## config.mk

```make
export PLATFORM = sky130hd
export DESIGN_NAME = periodic_irq_gen
export DESIGN_NICKNAME = d
export VERILOG_FILES = /design/src/rtl/periodic_irq_pkg.sv /design/src/rtl/pig_free_counter.sv /design/src/rtl/pig_rate_map.sv /design/src/rtl/pig_event_det.sv /design/src/rtl/pig_status_flags.sv /design/src/rtl/periodic_irq_gen.sv
export SDC_FILE = /design/constraint.sdc
export NUM_CORES = 1
export LEC_CHECK = 0
export CAP_MARGIN = 20
export CORE_AREA = 5 5 64 66
export CTS_BUF_LIST = sky130_fd_sc_hd__clkbuf_8 sky130_fd_sc_hd__clkbuf_16
export CTS_CLUSTER_DIAMETER = 50
export DETAILED_ROUTE_END_ITERATION = 12
export DIE_AREA = 0 0 69 71
export SLEW_MARGIN = 20
export SYNTH_ARGS = -nofsm -noshare
export SYNTH_HDL_FRONTEND = slang
export SYNTH_SLANG_ARGS = --single-unit
```

## constraint.sdc

```tcl
create_clock -name clk -period 5.2 [get_ports clk]
set_input_delay 1.04 -clock clk [delete_from_list [all_inputs] [get_ports clk]]
set_output_delay 1.04 -clock clk [all_outputs]
set_load 0.05 [all_outputs]
```

## src/rtl/periodic_irq_pkg.sv

```systemverilog
// Shared constants and the rate-code remap for the periodic interrupt generator.
// Assumes rate codes are 4 bits and the counter runs from a 32.768 kHz tick.
package periodic_irq_pkg;
    localparam int CNT_W      = 15;
    localparam int RATE_W     = 4;
    localparam int REMAP_MAX  = 2;
    localparam int REMAP_OFS  = 7;

    // Effective code: low non-zero codes are shifted up by REMAP_OFS.
    function automatic logic [RATE_W:0] eff_code(input logic [RATE_W-1:0] code);
        logic [RATE_W:0] e;
        e = {1'b0, code};
        if (code != '0 && int'(code) <= REMAP_MAX)
            e = e + (RATE_W+1)'(REMAP_OFS);
        return e;
    endfunction
endpackage

```

## src/rtl/pig_free_counter.sv

```systemverilog
// Free-running tick counter. Advances once per tick_en cycle and wraps
// at 2**CNT_W. Assumes tick_en is a single-cycle enable.
module pig_free_counter #(
    parameter int CNT_W = 15
) (
    input  logic             clk,
    input  logic             rst_n,
    input  logic             tick_en,
    output logic [CNT_W-1:0] count
);
    // Count ticks; clear on reset.
    always_ff @(posedge clk) begin
        if (!rst_n)
            count <= '0;
        else if (tick_en)
            count <= count + CNT_W'(1);
    end


    cnt_step_chk: assert property (@(posedge clk) disable iff (!rst_n)
        tick_en |=> count == $past(count) + CNT_W'(1));

    cnt_hold_chk: assert property (@(posedge clk) disable iff (!rst_n)
        !tick_en |=> $stable(count));
endmodule

```

## src/rtl/pig_rate_map.sv

```systemverilog
// Maps a rate code and enable to an alignment mask over the tick counter.
// The mask has (eff_code-1) low ones. active is low for code 0 or when disabled.
module pig_rate_map
    import periodic_irq_pkg::*;
#(
    parameter int CW = CNT_W,
    parameter int RW = RATE_W
) (
    input  logic [RW-1:0] code,
    input  logic          enable,
    output logic          active,
    output logic [CW-1:0] mask
);
    localparam int SHW = RW + 1;

    logic [SHW-1:0] eff;
    logic [SHW-1:0] shift;

    // Remap the code and derive the mask width.
    always_comb begin
        eff    = eff_code(code);
        shift  = (eff == '0) ? '0 : eff - SHW'(1);
        active = enable && (code != '0);
    end

    // One mask bit per counter bit, set below the shift amount.
    for (genvar i = 0; i < CW; i++) begin : g_mask
        assign mask[i] = (SHW'(i) < shift);
    end
endmodule

```

## src/rtl/pig_event_det.sv

```systemverilog
// Fires on a tick whose post-increment count is a multiple of the period.
// Assumes mask holds the low-order ones of the period minus one.
module pig_event_det #(
    parameter int CNT_W = 15
) (
    input  logic             tick_en,
    input  logic             active,
    input  logic [CNT_W-1:0] count,
    input  logic [CNT_W-1:0] mask,
    output logic             fire
);
    logic [CNT_W-1:0] nxt;

    // Compare the next count against the period boundary.
    always_comb begin
        nxt  = count + CNT_W'(1);
        fire = tick_en && active && ((nxt & mask) == '0);
    end
endmodule

```

## src/rtl/pig_status_flags.sv

```systemverilog
// Sticky periodic and request flags. Set on an event, cleared by a read.
// A set in the same cycle as a read wins.
module pig_status_flags (
    input  logic clk,
    input  logic rst_n,
    input  logic fire,
    input  logic rd_clr,
    output logic pf,
    output logic irqf
);
    // Update both flags: set beats clear.
    always_ff @(posedge clk) begin
        if (!rst_n) begin
            pf   <= 1'b0;
            irqf <= 1'b0;
        end else if (fire) begin
            pf   <= 1'b1;
            irqf <= 1'b1;
        end else if (rd_clr) begin
            pf   <= 1'b0;
            irqf <= 1'b0;
        end
    end


    flag_set_chk: assert property (@(posedge clk) disable iff (!rst_n)
        fire |=> pf && irqf);

    flag_clr_chk: assert property (@(posedge clk) disable iff (!rst_n)
        (rd_clr && !fire) |=> !pf && !irqf);

    flag_hold_chk: assert property (@(posedge clk) disable iff (!rst_n)
        (!rd_clr && !fire) |=> $stable(pf) && $stable(irqf));
endmodule

```

## src/rtl/periodic_irq_gen.sv

```systemverilog
// Top of the periodic interrupt generator: free counter, rate map,
// boundary detector and sticky status flags. Assumes tick_32k is a
// one-cycle enable, and that rate_code and periodic_en come from registers.
module periodic_irq_gen
    import periodic_irq_pkg::*;
(
    input  logic              clk,
    input  logic              rst_n,
    input  logic              tick_32k,
    input  logic [RATE_W-1:0] rate_code,
    input  logic              periodic_en,
    input  logic              status_rd,
    output logic              irq,
    output logic              irq_flag,
    output logic              periodic_flag
);
    logic [CNT_W-1:0] count;
    logic [CNT_W-1:0] mask;
    logic             active;
    logic             fire;

    pig_free_counter #(.CNT_W(CNT_W)) u_cnt (
        .clk(clk), .rst_n(rst_n), .tick_en(tick_32k), .count(count)
    );

    pig_rate_map #(.CW(CNT_W), .RW(RATE_W)) u_map (
        .code(rate_code), .enable(periodic_en), .active(active), .mask(mask)
    );

    pig_event_det #(.CNT_W(CNT_W)) u_det (
        .tick_en(tick_32k), .active(active), .count(count), .mask(mask), .fire(fire)
    );

    pig_status_flags u_flags (
        .clk(clk), .rst_n(rst_n), .fire(fire), .rd_clr(status_rd),
        .pf(periodic_flag), .irqf(irq_flag)
    );

    // Drive the request line from the combined flag.
    always_comb irq = irq_flag;


    gate_off_chk: assert property (@(posedge clk) disable iff (!rst_n)
        (rate_code == '0 || !periodic_en) |-> !fire);

    tick_only_chk: assert property (@(posedge clk) disable iff (!rst_n)
        fire |-> tick_32k);
endmodule

```

==> results.toml, run 1 <==
[sta]
fin_worst_skew_ns = 0.00439
finalSetupViolations = 0
setup_tns_ns = 0
slew_headroom_pct = 60.8
clock.fmax_mhz = 236
period_needed_ns = 4.24
grt_setup_unrepaired = "no"
tightest_slew_ns = 0.587
timing.final.crit_share_pct = 81.5
finalMaxSlewViolations = 0
finalHoldViolations = 0

[yosys]
ys_types = 45
synthSimpleGateAreaFrac_pct = 30.2
synth_xor_area_share_pct = 12.8
synth_top_family_by_area = "simple AND/OR/NAND/NOR gates"
ys_warn_count = 0
synth_top_area_share_pct = 22.3
ys_async_sr_fraction_pct = 0
synth_mux_area_share_pct = 4.27
synth_edf_count = 0
netlist_top_cells_area = "dfxtp_1, xnor2_1, and2_1"
seq_area_frac_synth_pct = 22.3
yosysTopAreaCell = "dfxtp_1"
ys.flop_type = "dfxtp_1"
ys_seq_elements = 16
syn_inst = 186
synth_compound_area_share_pct = 20.4
avgSynthCellArea_um2 = 7.72
synth_adder_area_share_pct = 3.48
yosys-top-cells-count = "dfxtp_1, nand2_1, xnor2_1"
syn_area_um2 = 1440
syn_nets = 199

[worst_setup_path]
cp_top_family = "compound AO/OA/AOI/OAI gates"
crit_required_ns = 5.39
critPathLaunchType = "input port"
r2r_cells = 7
endpoint_kind = "flip-flop"
path_cells = "clkdlybuf4s50_1 -> inv_1 -> ha_1 -> nor3_4 -> nand2_1 -> xnor2_1 -> ha_1 -> nand3_1 -> a221oi_1 -> a31oi_1 -> a22o_1 -> a2111oi_2 -> a32o_1"
r2r-start = "u_cnt.count[0]"
path_buf_inv = 2
crit_slowest_cell = "clkdlybuf4s50_1"
reg2reg_slack_ns = 2.75
crit_arrival_ns = 4.43
cp_common_cell = "ha_1"
crit_fanout = 10
rr_endpoint = "u_flags.pf"
worstSetupPathType = "input port to flip-flop"
critPathLaunch = "rate_code[0]"
slowest_delay_ns = 0.66

[worst_hold_path]
min_to = "u_flags.pf"
hold_start = "u_flags.pf"
hold_path.class = "flip-flop to flip-flop"
whs_path_depth = 1

[route]
vias_per_cell = 5.58
remaining_drc_errors = 0
vias = 1312
routedWlPerCell_um = 13.6
drt_pre_antenna_iters = 4
routed_wl_um = 3190
antenna_left = 0
first_iter_violations = 94

[global_route]
grt_pass1_vias = 1259
grt-ovfl-total = 0
track_usage_pct = 13.6
antenna_found_initial = 0
grt_max_degree = 18
grt_pass1_wl_um = 5590

[placement]
numPortBuffers = 11
place.gp.congestion = 0.843
hpwl_um = 2390

[floorplan]
core_area_um2 = 3520
dieArea_um2 = 4900
start_util_pct = 40.8
ios = 12
num_rows = 22
dieWidth_um = 69
die_h_um = 71

[final_layout]
final_layout_size_suffix_gt1_share_pct = 8.02
syn2layout_area_growth_pct = 10.7
diodes = 0
fin_nets = 201

[clock_tree]
cts_tree = "built"
root_buffer = "clkbuf_8"
clk_latency_ns = 0.25
clock-sinks = 16
post_cts_resize_count = 0
cts_buffers = 3
h-tree-depth = 1
cts_hold_buf = 0
path_clk_slew_ns = 0.06
clock_path_buffers = 2
post-cts-setup-buffer-count = 0

[power]
leakagePower_nw = 0.567
ir_drop_mv = 0.168
p_total_mw = 0.302
power_density_nw_per_um2 = 190

[status]
status = "finished clean"

[run]
maxCapViolCount = 0
==> registers in the layout, summed over array words and instances (netlist names) <==
name,count
u_cnt.count,15
u_flags.pf,1
==> worst max-delay path by stage <==
stage / endpoint / slack (ns) / cells after the start
5_1_grt: u_flags.pf / 0.72 / 13
3_5_place_dp: u_flags.pf / 0.70 / 13
2_1_floorplan: u_flags.pf / 1.60 / 14
6_report: u_flags.pf / 0.96 / 13
4_1_cts: u_flags.pf / 0.96 / 13
3_3_place_gp: u_flags.pf / 0.87 / 13
==> area by class of cell <==
| class | count | area [um^2] |
|---|---|---|
| clock buffers | 4 | 55.1 |
| fillers | 377 | 1930 |
| inverters | 6 | 22.5 |
| multi-input cells | 150 | 1020 |
| flip-flops and latches | 16 | 320 |
| well taps | 48 | 60.1 |
| repair buffers | 11 | 110 |
==> placed cells by master (no fill, tap or decap), drive strengths merged, types with 3 or more instances in the layout <==
cell            n
nand2          16
dfxtp          16
xnor2          14
and2           11
nor2           11
clkdlybuf4s50  11
nand3          10
nand4           8
xor2            7
inv             6
a21oi           6
o21ai           6
nor3            6
nor2b           5
mux2i           5
or2             5
a31oi           5
ha              4
clkbuf          4
nand2b          3
==> cell families after synthesis <==
logic type,Yosys count
mux,6
buf+inv,20
flops,16
fa+ha+maj,4
compound gates,38
xor+xnor,21
simple gates,81
==> stage by stage <==
step                instance area [um^2]  utilization, %  hold WS (ns)  std cells  setup slack, ns
floorplan                           1440               -         0.536        186             1.60
global placement                    1540            43.6         0.531        231            0.868
detailed placement                  1540            43.6         0.556        231            0.702
CTS                                 1590            45.1         0.562        235            0.960
global route                        1590            45.1         0.604        235            0.720
finish                              1590            45.1         0.554        235            0.960
==> per-layer routing <==
| layer | vias to the layer above | track usage [%] | share of wire, % |
|---|---|---|---|
| met1 | 611 | 17.7 | 48 |
| met3 | 6 | 2.27 | 3.5 |
| met4 | 0 | 5.42 | 2.1 |
| met5 | - | 0 | 0 |
| met2 | 28 | 22.4 | 46 |
| li1 | 667 | - | - |
==> worst reg2reg max path, cell delays in order, from the launching register on <==
cell     delay (ns)
dfxtp_1        0.47
ha_1           0.38
nand4_1        0.20
nor2_1         0.46
nor2_1         0.11
o32a_1         0.36
o31ai_1        0.26
a32o_1         0.15
==> where the power goes <==
group          internal, mW  switching (mW)  total (mW)
registers             0.125         0.00327       0.128
logic                0.0262          0.0377      0.0639
clock network        0.0672          0.0433       0.110
Power figures use the tool's default switching activity.
==> run 2: changes to the inputs <==
Clock period 5.2 ns to 4.3 ns, I/O delays scaled along.
==> results.toml, run 2 (synthesis results as in run 1) <==
[sta]
finalMaxSlewViolations = 0
timing.final.crit_share_pct = 89.6
period_needed_ns = 3.85
fin_ws_ns = 0.446
clock.fmax_mhz = 259
tightest_slew_ns = 0.597
grt_setup_unrepaired = "no"
setup_tns_ns = 0
slew_headroom_pct = 60.1
finalSetupViolations = 0
holdWs_ns = 0.549
finalHoldViolations = 0
fin_worst_skew_ns = 0.00587

[worst_hold_path]
hold_path.class = "flip-flop to flip-flop"
hold_start = "u_flags.pf"
whs_path_depth = 1

[final_layout]
diodes = 0
post-route-util_pct = 45.4
final_layout_size_suffix_gt1_share_pct = 8.99
largest_reg_flops = 15
reg_top3 = "u_cnt.count: 15 flops, u_flags.pf: 1 flops"
regMostFlops = "u_cnt.count"
syn2layout_area_growth_pct = 11.3
fin_nets = 204
final_cell_mix = "nand2_1, dfxtp_1, xnor2_1"
fillers = 395

[clock_tree]
cts_hold_buf = 0
post-cts-setup-buffer-count = 0
path_clk_slew_ns = 0.06
h-tree-depth = 1
cts_tree = "built"
clock-sinks = 16
clk_latency_ns = 0.25
clock_path_buffers = 2
root_buffer = "clkbuf_8"
post_cts_resize_count = 0
cts_buffers = 3

[placement]
place.gp.congestion = 0.857
place_ws_ns = 0.255
hpwl_um = 2390
numPortBuffers = 11

[floorplan]
die_h_um = 71
start_util_pct = 40.8
dieWidth_um = 69
core_area_um2 = 3520
num_rows = 22
dieArea_um2 = 4900
ios = 12

[global_route]
antenna_found_initial = 0
grt_pass1_wl_um = 5490
gr-usage-met1_pct = 17.3
grt_max_degree = 18
met3_usage_pct = 2.27
track_usage_pct = 13.4
grt_busiest_layer = "met2"
grt-ovfl-total = 0
grtUsageMet2_pct = 21.5
grt_pass1_vias = 1224

[power]
ir_drop_mv = 0.135
power_frac_seq_pct = 44.5
comb_power_share_pct = 23.1
power_density_nw_per_um2 = 217
p_total_mw = 0.347
swShare_pct = 29.0
p_clk_share_pct = 32.4
p_int_mw = 0.247
power.switching_mw = 0.101
leakagePower_nw = 0.575

[worst_setup_path]
r2r_cells = 7
endpoint_kind = "flip-flop"
crit_arrival_ns = 4.05
worstSetupPathType = "input port to flip-flop"
crit_required_ns = 4.49
crit_fanout = 8
critPathLaunchType = "input port"
reg2reg_slack_ns = 1.84
critPathLaunch = "rate_code[1]"
r2r-start = "u_cnt.count[0]"

[route]
vias = 1330
antenna_left = 0
remaining_drc_errors = 0
drt_pre_antenna_iters = 4
first_iter_violations = 106
routed_wl_um = 3170
vias_per_cell = 5.61
routedWlPerCell_um = 13.4

[run]
maxCapViolCount = 0

[status]
status = "finished clean"
-- run 2: per-stage QoR --
step | instance area [um^2] | cells
after global placement | 1560 | 234
final | 1600 | 237
after detailed placement | 1560 | 234
after floorplan | 1440 | 186
after global routing | 1600 | 237
after CTS | 1600 | 237
-- run 2: cell type report --
cell class / instances / area, um^2 / share of cell area [%]
Sequential cell: 16 / 320 / 20.0
Inverter: 6 / 22.5 / 1.41
Clock buffer: 3 / 41.3 / 2.58
Multi-Input combinational cell: 150 / 1020 / 63.9
Timing Repair Buffer: 14 / 133 / 8.29
Tap cell: 48 / 60.1 / 3.76
-- run 2: final timing paths --
| path | endpoint |
|---|---|
| worst max-delay path | u_flags.pf |
| worst min-delay path | u_flags.pf |
| worst max register to register | u_flags.pf |
| worst min register to register | u_flags.pf |
-- run 2: metal layers --
metal,vias to the layer above,routed length (um),part of all wire (%)
met5,-,0,0
met4,0,70,2.2
met3,7,107,3.4
met2,27,1510,48
met1,623,1470,47
li1,673,-,-
-- run 2: worst max-delay path, cell delays in order --
cell and delay [ns]:
clkdlybuf4s50_1 0.61, inv_1 0.11, ha_1 0.29, nor3_4 0.23, nand2_1 0.10, xnor2_1 0.14
ha_1 0.45, nand3_1 0.14, a221oi_1 0.30, a31oi_1 0.07, a22o_1 0.22, a2111oi_2 0.35
a32o_1 0.17
-- run 2: power by group through the flow --
| stage | logic [mW] | registers [mW] | clock network, mW |
|---|---|---|---|
| after floorplan | 0.0550 | 0.158 | 0 |
| after global placement | 0.0774 | 0.158 | 0 |
| after detailed placement | 0.0790 | 0.158 | 0 |
| after CTS | 0.0793 | 0.155 | 0.117 |
| after global routing | 0.0879 | 0.155 | 0.122 |
| final | 0.0801 | 0.155 | 0.113 |
